**src/rtl/dac_seq_pkg.sv**
```systemverilog
package dac_seq_pkg;
  localparam int NCH = 2;
  localparam logic SEL_A = 1'b0;
  localparam logic SEL_B = 1'b1;
  typedef logic [NCH-1:0] chvec_t;
endpackage

```
**src/rtl/dac_seq_startup.sv**
```systemverilog
module dac_seq_startup #(
  parameter int SW = 4
) (
  input  logic          clk,
  input  logic          rst,
  input  logic          en,
  input  logic [SW-1:0] len,
  output logic          started
);
  localparam logic [SW-1:0] ONE = SW'(1);
  logic [SW-1:0] cnt;

  always_ff @(posedge clk) begin
    if (rst || !en) begin
      cnt     <= '0;
      started <= 1'b0;
    end else if (!started) begin
      if (cnt == len) started <= 1'b1;
      else            cnt     <= cnt + ONE;
    end
  end

  // disabling drops the started state
  p_start_drop_r1: assert property (@(posedge clk) disable iff (rst)
    !en |=> !started);
endmodule

```
**src/rtl/dac_seq_chan.sv**
```systemverilog
module dac_seq_chan #(
  parameter int DW = 12
) (
  input  logic          clk,
  input  logic          rst,
  input  logic          en,
  input  logic          active,
  input  logic          auto_mode,
  input  logic          started,
  input  logic          wr,
  input  logic [DW-1:0] wr_word,
  input  logic          ack,
  input  logic [DW-1:0] dma_word,
  input  logic          evt,
  input  logic          grant,
  output logic          pending,
  output logic [DW-1:0] data,
  output logic          req,
  output logic          trig_ovr
);
  logic [DW-1:0] stage;
  logic          full;
  logic          load, take, trig, full_n;

  always_comb begin
    load     = auto_mode & (wr | (ack & req));
    take     = auto_mode & evt & full;
    trig     = auto_mode ? take : wr;
    full_n   = load | (full & ~take);
    trig_ovr = trig & pending & ~grant;
  end

  always_ff @(posedge clk) begin
    if (rst || !en || !active) begin
      stage   <= '0;
      full    <= 1'b0;
      data    <= '0;
      pending <= 1'b0;
      req     <= 1'b0;
    end else begin
      if (load) stage <= wr ? wr_word : dma_word;
      full <= full_n;
      if (take)                 data <= stage;
      else if (!auto_mode && wr) data <= wr_word;
      pending <= trig | (pending & ~grant);
      req     <= auto_mode & started & ~full_n;
    end
  end

  // an accepted acknowledge withdraws the request
  p_req_drop_r6: assert property (@(posedge clk) disable iff (rst)
    (req && ack) |=> !req);
  // a pending request survives until it is served
  p_pend_hold_r8: assert property (@(posedge clk) disable iff (rst)
    (pending && !grant && en && active) |=> pending);
endmodule

```
**src/rtl/dac_seq_arb.sv**
```systemverilog
module dac_seq_arb
  import dac_seq_pkg::*;
#(
  parameter int DW         = 12,
  parameter int PW         = 4,
  parameter int MIN_PERIOD = 2
) (
  input  logic                    clk,
  input  logic                    rst,
  input  logic                    en,
  input  logic                    started,
  input  logic                    sh_act,
  input  logic                    refr_en,
  input  chvec_t                  active,
  input  chvec_t                  pending,
  input  logic [NCH-1:0][DW-1:0]  data,
  input  logic [PW-1:0]           samp_period,
  input  logic [PW:0]             refr_period,
  output chvec_t                  grant,
  output logic                    conv_stb,
  output logic                    conv_sel,
  output logic [DW-1:0]           conv_word
);
  localparam int CW = PW + 1;
  localparam logic [CW-1:0] MINP = CW'(MIN_PERIOD);
  localparam logic [CW-1:0] ONE  = CW'(1);

  logic [CW-1:0] per_c, t_int, r_int, gap, rcnt;
  logic          rr, last_ch, have_last;
  logic          ready, issue, from_pend, sel;

  always_comb begin
    per_c     = ({1'b0, samp_period} < MINP) ? MINP : {1'b0, samp_period};
    t_int     = sh_act ? per_c + (per_c >> 1) : per_c;
    r_int     = (refr_period < t_int) ? t_int : refr_period;
    ready     = started && (gap >= t_int - ONE);
    issue     = 1'b0;
    from_pend = 1'b0;
    sel       = SEL_A;
    if (ready) begin
      if (&pending) begin
        sel = rr; issue = 1'b1; from_pend = 1'b1;
      end else if (|pending) begin
        sel = pending[1]; issue = 1'b1; from_pend = 1'b1;
      end else if (refr_en && have_last && active[last_ch] &&
                   (rcnt >= r_int - ONE)) begin
        sel = last_ch; issue = 1'b1;
      end
    end
    grant = from_pend ? (chvec_t'(1) << sel) : '0;
  end

  always_ff @(posedge clk) begin
    if (rst || !en) begin
      gap       <= '1;
      rcnt      <= '0;
      rr        <= SEL_A;
      last_ch   <= SEL_A;
      have_last <= 1'b0;
      conv_stb  <= 1'b0;
      conv_sel  <= SEL_A;
      conv_word <= '0;
    end else begin
      conv_stb <= issue;
      if (issue) begin
        conv_sel  <= sel;
        conv_word <= data[sel];
        gap       <= '0;
        rcnt      <= '0;
        last_ch   <= sel;
        have_last <= 1'b1;
        if (from_pend) rr <= ~sel;
      end else begin
        if (gap < t_int - ONE)  gap  <= gap + ONE;
        if (rcnt < r_int - ONE) rcnt <= rcnt + ONE;
      end
    end
  end

  // checker counter: edges since the previous strobe
  logic [CW:0] chk_since;
  always_ff @(posedge clk) begin
    if (rst || !en)          chk_since <= '1;
    else if (conv_stb)       chk_since <= (CW+1)'(1);
    else if (chk_since != '1) chk_since <= chk_since + (CW+1)'(1);
  end

  // strobes never closer than the effective interval
  p_min_gap_r3: assert property (@(posedge clk) disable iff (rst)
    conv_stb |-> (chk_since >= {1'b0, t_int}));
  // at most one channel served per cycle
  p_grant_onehot_r7: assert property (@(posedge clk) disable iff (rst)
    $onehot0(grant));
endmodule

```
**src/rtl/dac_conv_seq.sv**
```systemverilog
module dac_conv_seq
  import dac_seq_pkg::*;
#(
  parameter int DW         = 12,
  parameter int PW         = 4,
  parameter int SW         = 4,
  parameter int MIN_PERIOD = 2
) (
  input  logic          clk,
  input  logic          rst,
  input  logic          en,
  input  logic          sh_mode,
  input  logic          int_route,
  input  logic [1:0]    ch_en,
  input  logic [1:0]    auto_trig,
  input  logic          refr_en,
  input  logic [SW-1:0] startup_len,
  input  logic [PW-1:0] samp_period,
  input  logic [PW:0]   refr_period,
  input  logic [1:0]    wr_strobe,
  input  logic [DW-1:0] wr_word,
  input  logic          trig_evt,
  output logic [1:0]    dma_req,
  input  logic [1:0]    dma_ack,
  input  logic [DW-1:0] dma_word,
  output logic          conv_stb,
  output logic          conv_sel,
  output logic [DW-1:0] conv_word,
  output logic          overrun
);
  logic                   started, sh_act;
  chvec_t                 act, pend, grant, ovr, req;
  logic [NCH-1:0][DW-1:0] ch_data;

  always_comb begin
    sh_act = sh_mode & ~int_route;
    act[0] = ch_en[0];
    act[1] = ch_en[1] & sh_act;
  end

  dac_seq_startup #(.SW(SW)) u_start (
    .clk(clk), .rst(rst), .en(en), .len(startup_len), .started(started)
  );

  for (genvar g = 0; g < NCH; g++) begin : g_ch
    dac_seq_chan #(.DW(DW)) u_ch (
      .clk(clk), .rst(rst), .en(en), .active(act[g]),
      .auto_mode(auto_trig[g]), .started(started),
      .wr(wr_strobe[g]), .wr_word(wr_word),
      .ack(dma_ack[g]), .dma_word(dma_word), .evt(trig_evt),
      .grant(grant[g]), .pending(pend[g]), .data(ch_data[g]),
      .req(req[g]), .trig_ovr(ovr[g])
    );
  end

  assign dma_req = req;

  dac_seq_arb #(.DW(DW), .PW(PW), .MIN_PERIOD(MIN_PERIOD)) u_arb (
    .clk(clk), .rst(rst), .en(en), .started(started), .sh_act(sh_act),
    .refr_en(refr_en), .active(act), .pending(pend), .data(ch_data),
    .samp_period(samp_period), .refr_period(refr_period), .grant(grant),
    .conv_stb(conv_stb), .conv_sel(conv_sel), .conv_word(conv_word)
  );

  always_ff @(posedge clk) begin
    if (rst || !en) overrun <= 1'b0;
    else if (|ovr)  overrun <= 1'b1;
  end

  // no strobe until the startup wait has completed
  p_wait_startup_r2: assert property (@(posedge clk) disable iff (rst)
    conv_stb |-> $past(started));
  // disabled block stays quiet
  p_off_quiet_r1: assert property (@(posedge clk) disable iff (rst)
    !en |=> (!conv_stb && dma_req == 2'b00 && !overrun));
  // overrun holds while enabled
  p_ovr_sticky_r8: assert property (@(posedge clk) disable iff (rst)
    (overrun && en) |=> overrun);
  // channel B converts only with sample-and-hold active
  p_b_needs_sh_r4: assert property (@(posedge clk) disable iff (rst)
    (conv_stb && conv_sel) |-> $past(act[1]));
endmodule

```
**config.mk**
```make
export PLATFORM = sky130hd
export DESIGN_NAME = dac_conv_seq
export DESIGN_NICKNAME = d
export VERILOG_FILES = /design/src/rtl/dac_seq_pkg.sv /design/src/rtl/dac_seq_startup.sv /design/src/rtl/dac_seq_chan.sv /design/src/rtl/dac_seq_arb.sv /design/src/rtl/dac_conv_seq.sv
export SDC_FILE = /design/constraint.sdc
export NUM_CORES = 1
export LEC_CHECK = 0
export BUFFER_PORTS_ARGS = -buffer_cell sky130_fd_sc_hd__buf_2
export CAP_MARGIN = 20
export CORE_ASPECT_RATIO = 1.4
export CORE_MARGIN = 3
export CORE_UTILIZATION = 60
export CTS_CLUSTER_SIZE = 12
export DETAILED_ROUTE_END_ITERATION = 6
export HOLD_SLACK_MARGIN = 0.08
export PLACE_DENSITY = 0.83
export SKIP_LAST_GASP = 1
export SLEW_MARGIN = 20
export SYNTH_ARGS = -nofsm -noshare
export SYNTH_HDL_FRONTEND = slang
export SYNTH_HIERARCHICAL = 1
export SYNTH_SLANG_ARGS = --single-unit
export TNS_END_PERCENT = 50
```
**constraint.sdc**
```tcl
create_clock -name clk -period 14.2 [get_ports clk]
set_clock_uncertainty 0.1 [all_clocks]
set_input_delay 0.71 -clock clk [delete_from_list [all_inputs] [get_ports clk]]
set_output_delay 0.71 -clock clk [all_outputs]
set_load 0.02 [all_outputs]
```
Word level (Yosys, flattened, before mapping)

Index checks and enable logic that the tools add are counted.

Register bits after elaboration: 86
Bits of input ports: 52
Output and inout port bits: 17

Add/sub/neg operators: 6
Order comparisons: 8
Equality and inequality tests: 1
Shifts and indexed selects: 1
Multiplexer cells: 31
Bitwise operators: 38
Reductions and logical operators: 23

Operator list:

| operator                                                             | number |
|---|---|
| 12-bit two-way mux                                                   | 8 |
| 1-bit AND                                                            | 22 |
| 5-bit two-way mux                                                    | 4 |
| 1-bit two-way mux                                                    | 17 |
| 5-bit < comparator                                                   | 3 |
| 5-bit by 1-bit adder with 5-bit output, second input constant        | 2 |
| 5-bit >= comparator                                                  | 2 |
| 1-bit NOT                                                            | 10 |
| 5-bit by 1-bit subtractor with 5-bit output, second input constant   | 2 |
| 1-bit logical AND                                                    | 6 |
| 1-bit bitwise OR                                                     | 6 |
| 2-bit AND reduction                                                  | 3 |
| 2-bit nonzero test                                                   | 3 |
| 2-bit OR reduction                                                   | 3 |
| 5-bit by 4-bit adder with 5-bit output                               | 1 |
| 1-bit zero test                                                      | 5 |
| 4-bit by 1-bit adder with 4-bit output, second input constant        | 1 |
| 4-bit == test                                                        | 1 |
| 1-bit by 2-bit < comparator with 1-bit output, second input constant | 2 |
| 4-bit by 2-bit < comparator with 1-bit output, second input constant | 1 |
| 4-bit two-way mux                                                    | 1 |
| 1-bit logical OR                                                     | 3 |
| 2-bit two-way mux                                                    | 1 |
| 1-bit by 1-bit << shifter with 2-bit output, first input constant    | 1 |

Depth between registers and ports, before layout

Gate-level depths: netlist of the first run.

Word-level depth: 18
Gate-level depth with buffers: 27

Hierarchy

Netlist of the first run, hierarchy kept.

Modules (own cells, without submodules):

| module          | times used | cells an instance | area each (µm²) | sequential area each (µm²) |
|---|---|---|---|---|
| dac_seq_chan    | 2          | 126               | 1286.2          | 540.5 |
| dac_seq_arb     | 1          | 267               | 2164.6          | 520.5 |
| dac_seq_startup | 1          | 27                | 246.5           | 100.1 |
| dac_conv_seq    | 1          | 5                 | 52.6            | 20.0 |

Least setup slack after synthesis of the first run

Ideal clock, no wire load.

Path kind: input-to-reg
From: input samp_period[2]
To: register u_arb.gap[1]
Arrival: 5218 ps
Required time: 14021 ps
Setup slack: 8803 ps
Stages on the path: 25
Path buffers: 0
Cell sequence: inv_1 ha_1 or2_2 ha_1 o21ai_0 a221oi_1 xnor2_1 inv_1 ha_1 o211ai_1 a21oi_1 o21ai_0 nand3_1 mux2_2 ha_1 inv_1 a211oi_1 xor2_1 mux2i_1 ha_1 a21oi_1 o22ai_2 a211o_1 a2111o_1 o211ai_1

Longest elaborated chain between the ends: 14

RTL lines:

| element                                                        | RTL line           | text |
|---|---|---|
| from (decl)                                                    | dac_conv_seq.sv:18 | `input logic [PW-1:0] samp_period,` |
| 4-bit by 2-bit < comparator with 1-bit output                  | dac_seq_arb.sv:33  | `per_c = ({1'b0, samp_period} < MINP) ? MINP : {1'b0, samp_period};` |
| 4-bit two-way mux *                                            | dac_seq_arb.sv:33  |  |
| 5-bit by 4-bit adder with 5-bit output                         | dac_seq_arb.sv:34  | `t_int = sh_act ? per_c + (per_c >> 1) : per_c;` |
| 5-bit two-way mux *                                            | dac_seq_arb.sv:34  |  |
| 5-bit < comparator                                             | dac_seq_arb.sv:35  | `r_int = (refr_period < t_int) ? t_int : refr_period;` |
| 5-bit two-way mux                                              | dac_seq_arb.sv:35  |  |
| 5-bit by 1-bit subtractor with 5-bit output                    | dac_seq_arb.sv:46  | `(rcnt >= r_int - ONE)) begin` |
| 5-bit >= comparator                                            | dac_seq_arb.sv:46  |  |
| 1-bit logical AND                                              | dac_seq_arb.sv:45  | `end else if (refr_en && have_last && active[last_ch] &&` |
| 1-bit two-way mux                                              | dac_seq_arb.sv:45  |  |
| 1-bit two-way mux                                              | dac_seq_arb.sv:43  | `end else if (\|pending) begin` |
| 1-bit two-way mux                                              | dac_seq_arb.sv:41  | `if (&pending) begin` |
| 1-bit two-way mux                                              | dac_seq_arb.sv:40  | `if (ready) begin` |
| 5-bit two-way mux / 2-bit nonzero test (equally long branches) | --                 |  |
| to (signal assigned)                                           | dac_seq_arb.sv:74  | `if (gap < t_int - ONE) gap <= gap + ONE;` |
| to (decl)                                                      | dac_seq_arb.sv:28  | `logic [CW-1:0] per_c, t_int, r_int, gap, rcnt;` |

Mark *: on every way between the ends. The rest lies on a longest branch, timed or not.
A chain may end at the register's enable or synchronous reset.

Worst setup path in the final report of the first run

From: input samp_period[2]
To: register u_arb.conv_word[4]

Longest elaborated chain between the ends: 15

RTL lines:

| element                                                | RTL line          | text |
|---|---|---|
| 4-bit by 2-bit < comparator with 1-bit output          | dac_seq_arb.sv:33 |  |
| 4-bit two-way mux *                                    | dac_seq_arb.sv:33 |  |
| 5-bit by 4-bit adder with 5-bit output                 | dac_seq_arb.sv:34 |  |
| 5-bit two-way mux *                                    | dac_seq_arb.sv:34 |  |
| 5-bit < comparator                                     | dac_seq_arb.sv:35 |  |
| 5-bit two-way mux                                      | dac_seq_arb.sv:35 |  |
| 5-bit by 1-bit subtractor with 5-bit output            | dac_seq_arb.sv:46 |  |
| 5-bit >= comparator                                    | dac_seq_arb.sv:46 |  |
| 1-bit logical AND                                      | dac_seq_arb.sv:45 |  |
| 1-bit two-way mux                                      | dac_seq_arb.sv:45 |  |
| 1-bit two-way mux                                      | dac_seq_arb.sv:43 |  |
| 1-bit two-way mux                                      | dac_seq_arb.sv:41 |  |
| 1-bit two-way mux                                      | dac_seq_arb.sv:40 |  |
| 12-bit two-way mux (not written as such) (2 in series) | dac_seq_arb.sv:67 | `conv_word <= data[sel];` |
| to (signal assigned)                                   | dac_seq_arb.sv:67 |  |
| to (decl)                                              | dac_seq_arb.sv:22 | `output logic [DW-1:0] conv_word` |

Mark *: on every way between the ends. The rest lies on a longest branch, timed or not. The select of a mux whose other input is x is not followed.

==> metrics.txt, run 1 <==
Root Driver clkbuf_8; R2R depth 8; Synth Cell Area 5036 um^2; number of global-route vias before repair 4320; Critical Path Start Type primary input; std cell rows 38; Resize count post-CTS 0; mean post-synth cell area 9.140 um^2; CP Capture Type flop; wirelength, routed 11.86 mm; DIE HEIGHT 114.4 um; maxcap violations 0; Cell variety after synth 62; layout cells sized above 1 19.63%; worst-skew pair later-pin latency 0.36 ns; RSZ-0062 raised after global routing no; initial antenna violation count 0; buffer depth of the longest clock path 2; placer congestion estimate 0.9036; ANT nets after route 0; Worst Hold Launch u_arb/rcnt[4]; number of top-level pins 69; drt via density 6.238; Post-DP HPWL 9.018 mm; Crit Path Max Fanout 15; DRC 0; worst hold stages 2; count leader, synth dfxtp_1; Async SR Flop Fraction 0%; list of most frequent post-synthesis cells dfxtp_1, a21oi_1, mux2i_1; CORE AREA 7940 um^2; Max IR drop VDD 0.08768 mV; DR vias 4373; CTS Buf Count 9; Filler Cells Inserted 688; number of synthesized flops with an enable pin 0; Power Density 92.42 nW/um^2; first-pass GRT wire length 20.27 mm; largest net degree at the start of global routing 27; drt first pass iters 5; initial drt markers 283; Die Width 83.43 um; # diodes 0; Seq/Total Area, Yosys 34.19%; syn nets 626; setup TNS 0 ns; Slew HR 36.68%; Reg clk slew, reported paths 0.08 ns; Hold Slack 0.4035 ns; final setup vio count 0; status finished, final reports clean; YS warnings 6; Worst Path Required 14.30 ns; R2R Path Start u_arb/rcnt[0]; Port Buffers 68; FF-to-FF End u_arb/conv_word[4]; Yosys reg bits 86; Yosys top cell by area dfxtp_1; Period minus WS final 6.258 ns; GRT Overall Usage 25.75%; Layout Cells excl Fill 701; initial core utilization 63.43%; final period utilization 44.07%; WHS Endpoint u_arb/rcnt[4]; Hold-fix buffers, CTS 0; Max Freq 159.8 MHz; Arr. time, crit path 6.36 ns; Final Hold Vio Count 0; Post-Syn Instances 551; top cell type's share of synthesized area 34.19%; Critical Setup Path Class primary input to flop; synth-to-layout area growth 8.497%; Main synth FF type dfxtp_1; Hold Crit Class flop to flop; CTS tree done; total gr overflow 0; cell total after placement 685; drt wl/cell 16.92 um; synth top area cells dfxtp_1, mux2i_1, a21oi_1; Nets 671; postcts setup bufs 0; H-tree depth reported by CTS 3; worst-margin pin slew 0.9471 ns; clock sink count 86; Die ar. 9544 um^2; leakage 2.250 nW; Slew Viols, Final 0; Overall Power 0.5050 mW; reg2reg setup slack 11.51 ns
-- worst max path at each step --
stage,start,to,slack (ns),cells after the start
after floorplan,samp_period[2],u_arb/gap[1],8.80,25
after global placement,samp_period[2],u_arb/gap[1],7.87,26
after detailed placement,samp_period[2],u_arb/gap[1],7.62,26
after CTS,samp_period[2],u_arb/gap[1],8.00,26
after global routing,samp_period[2],u_arb/conv_word[4],7.34,26
final,samp_period[2],u_arb/conv_word[4],7.94,26
-- area by class of cell --
cell class / instances / area (um^2) / share of cell area, %
sequential: 86 / 1722 / 31.51
tap: 100 / 125.1 / 2.290
multi-input combinational: 410 / 3012 / 55.12
timing repair buffer: 69 / 347.8 / 6.366
clock inverter: 4 / 47.55 / 0.8702
clock buffer: 12 / 135.1 / 2.473
inverter: 20 / 75.07 / 1.374
-- metal layers --
layer  global-route usage (%)  share of wire [%]  vias up
li1                         -                  -     2169
met1                    28.98                 40     2045
met2                    47.97                 53      132
met3                    5.112                4.7       27
met4                    9.442                2.1        0
met5                        0                  0        -
-- worst max-delay path: stages --
cell and delay [ns]:
buf_2 0.12, inv_1 0.07, ha_1 0.24, or2_2 0.33
ha_1 0.23, o21ai_0 0.15, a221oi_1 0.12, xnor2_1 0.34
inv_1 0.15, ha_1 0.34, o211ai_1 0.09, a21oi_1 0.14
o21ai_0 0.11, nand3_1 0.21, mux2i_1 0.27, ha_1 0.17
inv_1 0.08, a211oi_1 0.23, xor2_1 0.18, mux2i_1 0.10
ha_1 0.35, nand4_1 0.12, o22ai_2 0.45, a211oi_2 0.16
nor2_1 0.71, a211oi_1 0.17
-- logic make-up (layout without fill, tap and decap cells) --
group                      Yosys count  after routing  synth area share (%)
muxes                               53             53                 10.56
xor gates and xnor gates            14             14                 2.435
and+or+nand+nor                    105            105                 11.78
DFF                                 86             86                 34.19
AOI/OAI and AO/OA                  215            215                 29.32
buffers and inverters               55            105                 6.012
adders and majority gates           23             23                 5.714
-- metrics by stage --
stage | instance area (um^2) | util (%) | setup slack, ns
CTS | 5464 | 68.82 | 8.002
finish | 5464 | 68.82 | 7.942
floorplan | 5036 | - | 8.803
detailed placement | 5281 | 66.51 | 7.623
global route | 5464 | 68.82 | 7.339
global placement | 5281 | 66.51 | 7.872
-- state kept, by name, summed over array words and instances (netlist names), 2 cells and up --
| name | count |
|---|---|
| g_ch.u_ch/full | 2 |
| g_ch.u_ch/pending | 2 |
| g_ch.u_ch/data | 24 |
| u_start/cnt | 4 |
| u_arb/conv_word | 12 |
| g_ch.u_ch/stage | 24 |
| u_arb/rcnt | 5 |
| u_arb/gap | 5 |
| g_ch.u_ch/req | 2 |
-- cells in the final DEF, fill, tap and decap left out, types with 4 or more instances in the layout --
master / netlist / final
mux2i_1: 52 / 52
nand3b_1: 6 / 6
ha_1: 23 / 23
o21ai_0: 42 / 42
a21oi_1: 80 / 80
inv_1: 20 / 20
a211oi_2: 20 / 20
nor3_1: 9 / 9
nand2_1: 10 / 10
o21a_1: 5 / 5
nand2b_1: 10 / 10
buf_2: 10 / 68
or3_1: 4 / 4
nor2_1: 20 / 20
nand3_1: 8 / 8
nand4_1: 5 / 5
a221oi_1: 13 / 13
dfxtp_1: 86 / 86
clkbuf_8: 0 / 9
a211oi_1: 22 / 22
and2_1: 5 / 5
xnor2_1: 11 / 11
and3_1: 13 / 13
-- power breakdown --
part	internal (mW)	switching, mW
sequential	0.244	0.00323
combinational	0.0384	0.0542
clock	0.0809	0.0840
total	0.364	0.141
No activity file was read; power rests on OpenSTA's default activity.
==> run 2, diff against run 1 <==
ABC_AREA = 1   (was unset)
CORE_UTILIZATION = 53   (was 60)
PLACE_DENSITY = 0.77   (was 0.83)
clock period = 5.5 ns   (was 14.2 ns; I/O delays follow)
==> metrics.txt, run 2 <==
commonest non-fill, non-tap cell in the layout nand2_1 (was dfxtp_1); list of most frequent post-synthesis cells nand2_1, inv_1, nand3_1 (was dfxtp_1, a21oi_1, mux2i_1); clock sink count 86 (unchanged); Util after Layout 60.50% (was 68.82%); CTS Buf Count 9 (unchanged); CP Capture Point g_ch[1].u_ch/pending (was u_arb/conv_word[4]); Max IR drop VDD 0.1524 mV (was 0.08768 mV); Seq/Total Area, Yosys 31.44% (was 34.19%); H-tree depth reported by CTS 3 (unchanged); GRT busiest layer met2 (unchanged); placer congestion estimate 0.8538 (was 0.9036); Slowest-stage cell, CP ha_1 (was nor2_1); Die Width 91.91 um (was 83.43 um); post-route design area 6055 um^2 (was 5464 um^2); Hold Slack 0.1281 ns (was 0.4035 ns); cell repeated most along the worst path nand2_1 (was ha_1); FF-to-FF End g_ch[1].u_ch/pending (was u_arb/conv_word[4]); drt wl/cell 12.70 um (was 16.92 um); mean post-synth cell area 6.405 um^2 (was 9.140 um^2); Hold Crit Class primary input to flop (was flop to flop); total gr overflow 0 (unchanged); CP Capture Type flop (unchanged); Critical Setup Path Class primary input to flop (unchanged); met2 Usage GRT 42.73% (was 47.97%); # diodes 0 (unchanged); ANT nets after route 0 (unchanged); initial antenna violation count 0 (unchanged); first-pass GRT wire length 21.83 mm (was 20.27 mm); top cell type's share of synthesized area 31.44% (was 34.19%); YS warnings 6 (unchanged); count leader, synth nand2_1 (was dfxtp_1); buffer depth of the longest clock path 2 (unchanged); Yosys reg bits 86 (unchanged); Slew HR 54.69% (was 36.68%); Async SR Flop Fraction 0% (unchanged); CP max stage delay 0.30 ns (was 0.71 ns); number of global-route vias before repair 4874 (was 4320); Crit Path Max Fanout 14 (was 15); Reg clk slew, reported paths 0.06 ns (was 0.08 ns); Final Hold Vio Count 0 (unchanged); CTS tree done (unchanged); setup TNS 0 ns (unchanged); status finished, final reports clean (unchanged); DRC 0 (unchanged); Arr. time, crit path 4.88 ns (was 6.36 ns); GRT Overall Usage 22.98% (was 25.75%); Cell variety after synth 35 (was 62); worst-skew pair later-pin latency 0.33 ns (was 0.36 ns); Main synth FF type dfxtp_1 (unchanged); synth-to-layout area growth 10.56% (was 8.497%); number of top-level pins 69 (unchanged); CORE AREA 10010 um^2 (was 7940 um^2); synth top area cells dfxtp_1, nand2_1, nand3_1 (was dfxtp_1, mux2i_1, a21oi_1); wirelength, routed 13.19 mm (was 11.86 mm); Power Density 252.2 nW/um^2 (was 92.42 nW/um^2); Resize count post-CTS 0 (unchanged); Synth Cell Area 5477 um^2 (was 5036 um^2); Max Freq 210.5 MHz; R2R depth 13 (was 8); DIE HEIGHT 126.3 um (was 114.4 um); final period utilization 86.39%; most frequent cells in the layout nand2_1, inv_1, nand3_1, dfxtp_1, nor2_1 (was dfxtp_1, a21oi_1, buf_2, mux2i_1, o21ai_0); drt via density 5.105 (was 6.238); Critical Path Start Type primary input (unchanged); R2R Path Start u_arb/rcnt[2] (was u_arb/rcnt[0]); Die ar. 11610 um^2 (was 9544 um^2); std cell rows 43 (was 38); Period minus WS final 4.752 ns; Filler Cells Inserted 1030 (was 688); layout cells sized above 1 13.72% (was 19.63%); Regs by FF count g_ch.u_ch/data (24), g_ch.u_ch/stage (24), u_arb/conv_word (12) (unchanged); Slew Viols, Final 0 (unchanged); RSZ-0062 raised after global routing no (unchanged); M1 GR Usage 26.05% (was 28.98%); met3 GRT Util 2.509% (was 5.112%); Worst Path Required 5.63 ns (was 14.30 ns); Port Buffers 68 (unchanged); initial core utilization 54.73% (was 63.43%); leakage 3.167 nW (was 2.250 nW); initial drt markers 229 (was 283); Critical Path Source samp_period[2] (unchanged); number of synthesized flops with an enable pin 0 (unchanged); maxcap violations 0 (unchanged); largest net degree at the start of global routing 29 (was 27); postcts setup bufs 0 (unchanged); Placed Instance Area 5729 um^2 (was 5281 um^2); Yosys top cell by area dfxtp_1 (unchanged); Post-DP HPWL 9.731 mm (was 9.018 mm); worst-margin pin slew 0.6789 ns (was 0.9471 ns); syn nets 930 (was 626); Hold-fix buffers, CTS 0 (unchanged); Nets 974 (was 671); reg2reg setup slack 3.19 ns (was 11.51 ns); final setup vio count 0 (unchanged); DR vias 5304 (was 4373); Root Driver clkbuf_16 (was clkbuf_8); drt first pass iters 5 (unchanged); Post-Syn Instances 855 (was 551)
## run 2: worst min path at each step
stage                          end  cells past startpoint                 from
5_1_grt                    overrun                      3                   en
2_1_floorplan              overrun                      2                   en
4_1_cts                    overrun                      3                   en
3_3_place_gp    u_arb/conv_word[6]                      2   u_arb/conv_word[6]
3_5_place_dp   u_arb/conv_word[10]                      2  u_arb/conv_word[10]
6_report                   overrun                      3                   en
## run 2: worst max-delay path, delay by kind of cell
| family | cells | cell delay, ns |
|---|---|---|
| simple gates | 21 | 2.00 |
| fa+ha+maj | 6 | 1.40 |
| compound gates | 4 | 0.69 |
| buf+inv | 7 | 0.49 |
## run 2: cell type report
class / count / area, um^2 / share of cell area (%)
well taps: 135 / 168.9 / 2.790
inverters: 100 / 375.4 / 6.200
repair buffers: 70 / 355.3 / 5.869
clock inverters: 5 / 82.58 / 1.364
multi-input cells: 632 / 3108 / 51.33
clock buffers: 11 / 242.7 / 4.009
flip-flops and latches: 86 / 1722 / 28.44
## run 2: kinds of logic (layout without fill, tap and decap cells)
| logic type | Yosys count | after routing | share of synthesized area [%] |
|---|---|---|---|
| flip-flops | 86 | 86 | 31.44 |
| AND/OR/NAND/NOR | 540 | 540 | 43.77 |
| adder cells (fa/ha/maj) | 23 | 23 | 5.255 |
| buffers and inverters | 137 | 186 | 11.81 |
| XOR/XNOR | 9 | 9 | 1.439 |
| AO/OA/AOI/OAI | 60 | 60 | 6.283 |
## run 2: power by group
| group | switching [mW] | total, mW | internal, mW |
|---|---|---|---|
| sequential | 0.00797 | 0.639 | 0.631 |
| clock | 0.240 | 0.650 | 0.410 |
| combinational | 0.154 | 0.238 | 0.0840 |
## run 2: metal layers
metal	wire, um	vias to the layer above
met5	0	-
met4	442	0
met3	577	29
met2	6744	141
met1	5429	2342
li1	-	2792
## run 2: per-stage QoR
step / power [mW] / setup slack (ns) / instances
floorplan: 0.8305 / 0.9374 / 855
global placement: 0.8869 / 0.5972 / 1023
detailed placement: 0.8893 / 0.4187 / 1023
CTS: 1.542 / 0.7544 / 1039
global route: 1.601 / 0.1619 / 1039
finish: 1.527 / 0.7483 / 1039
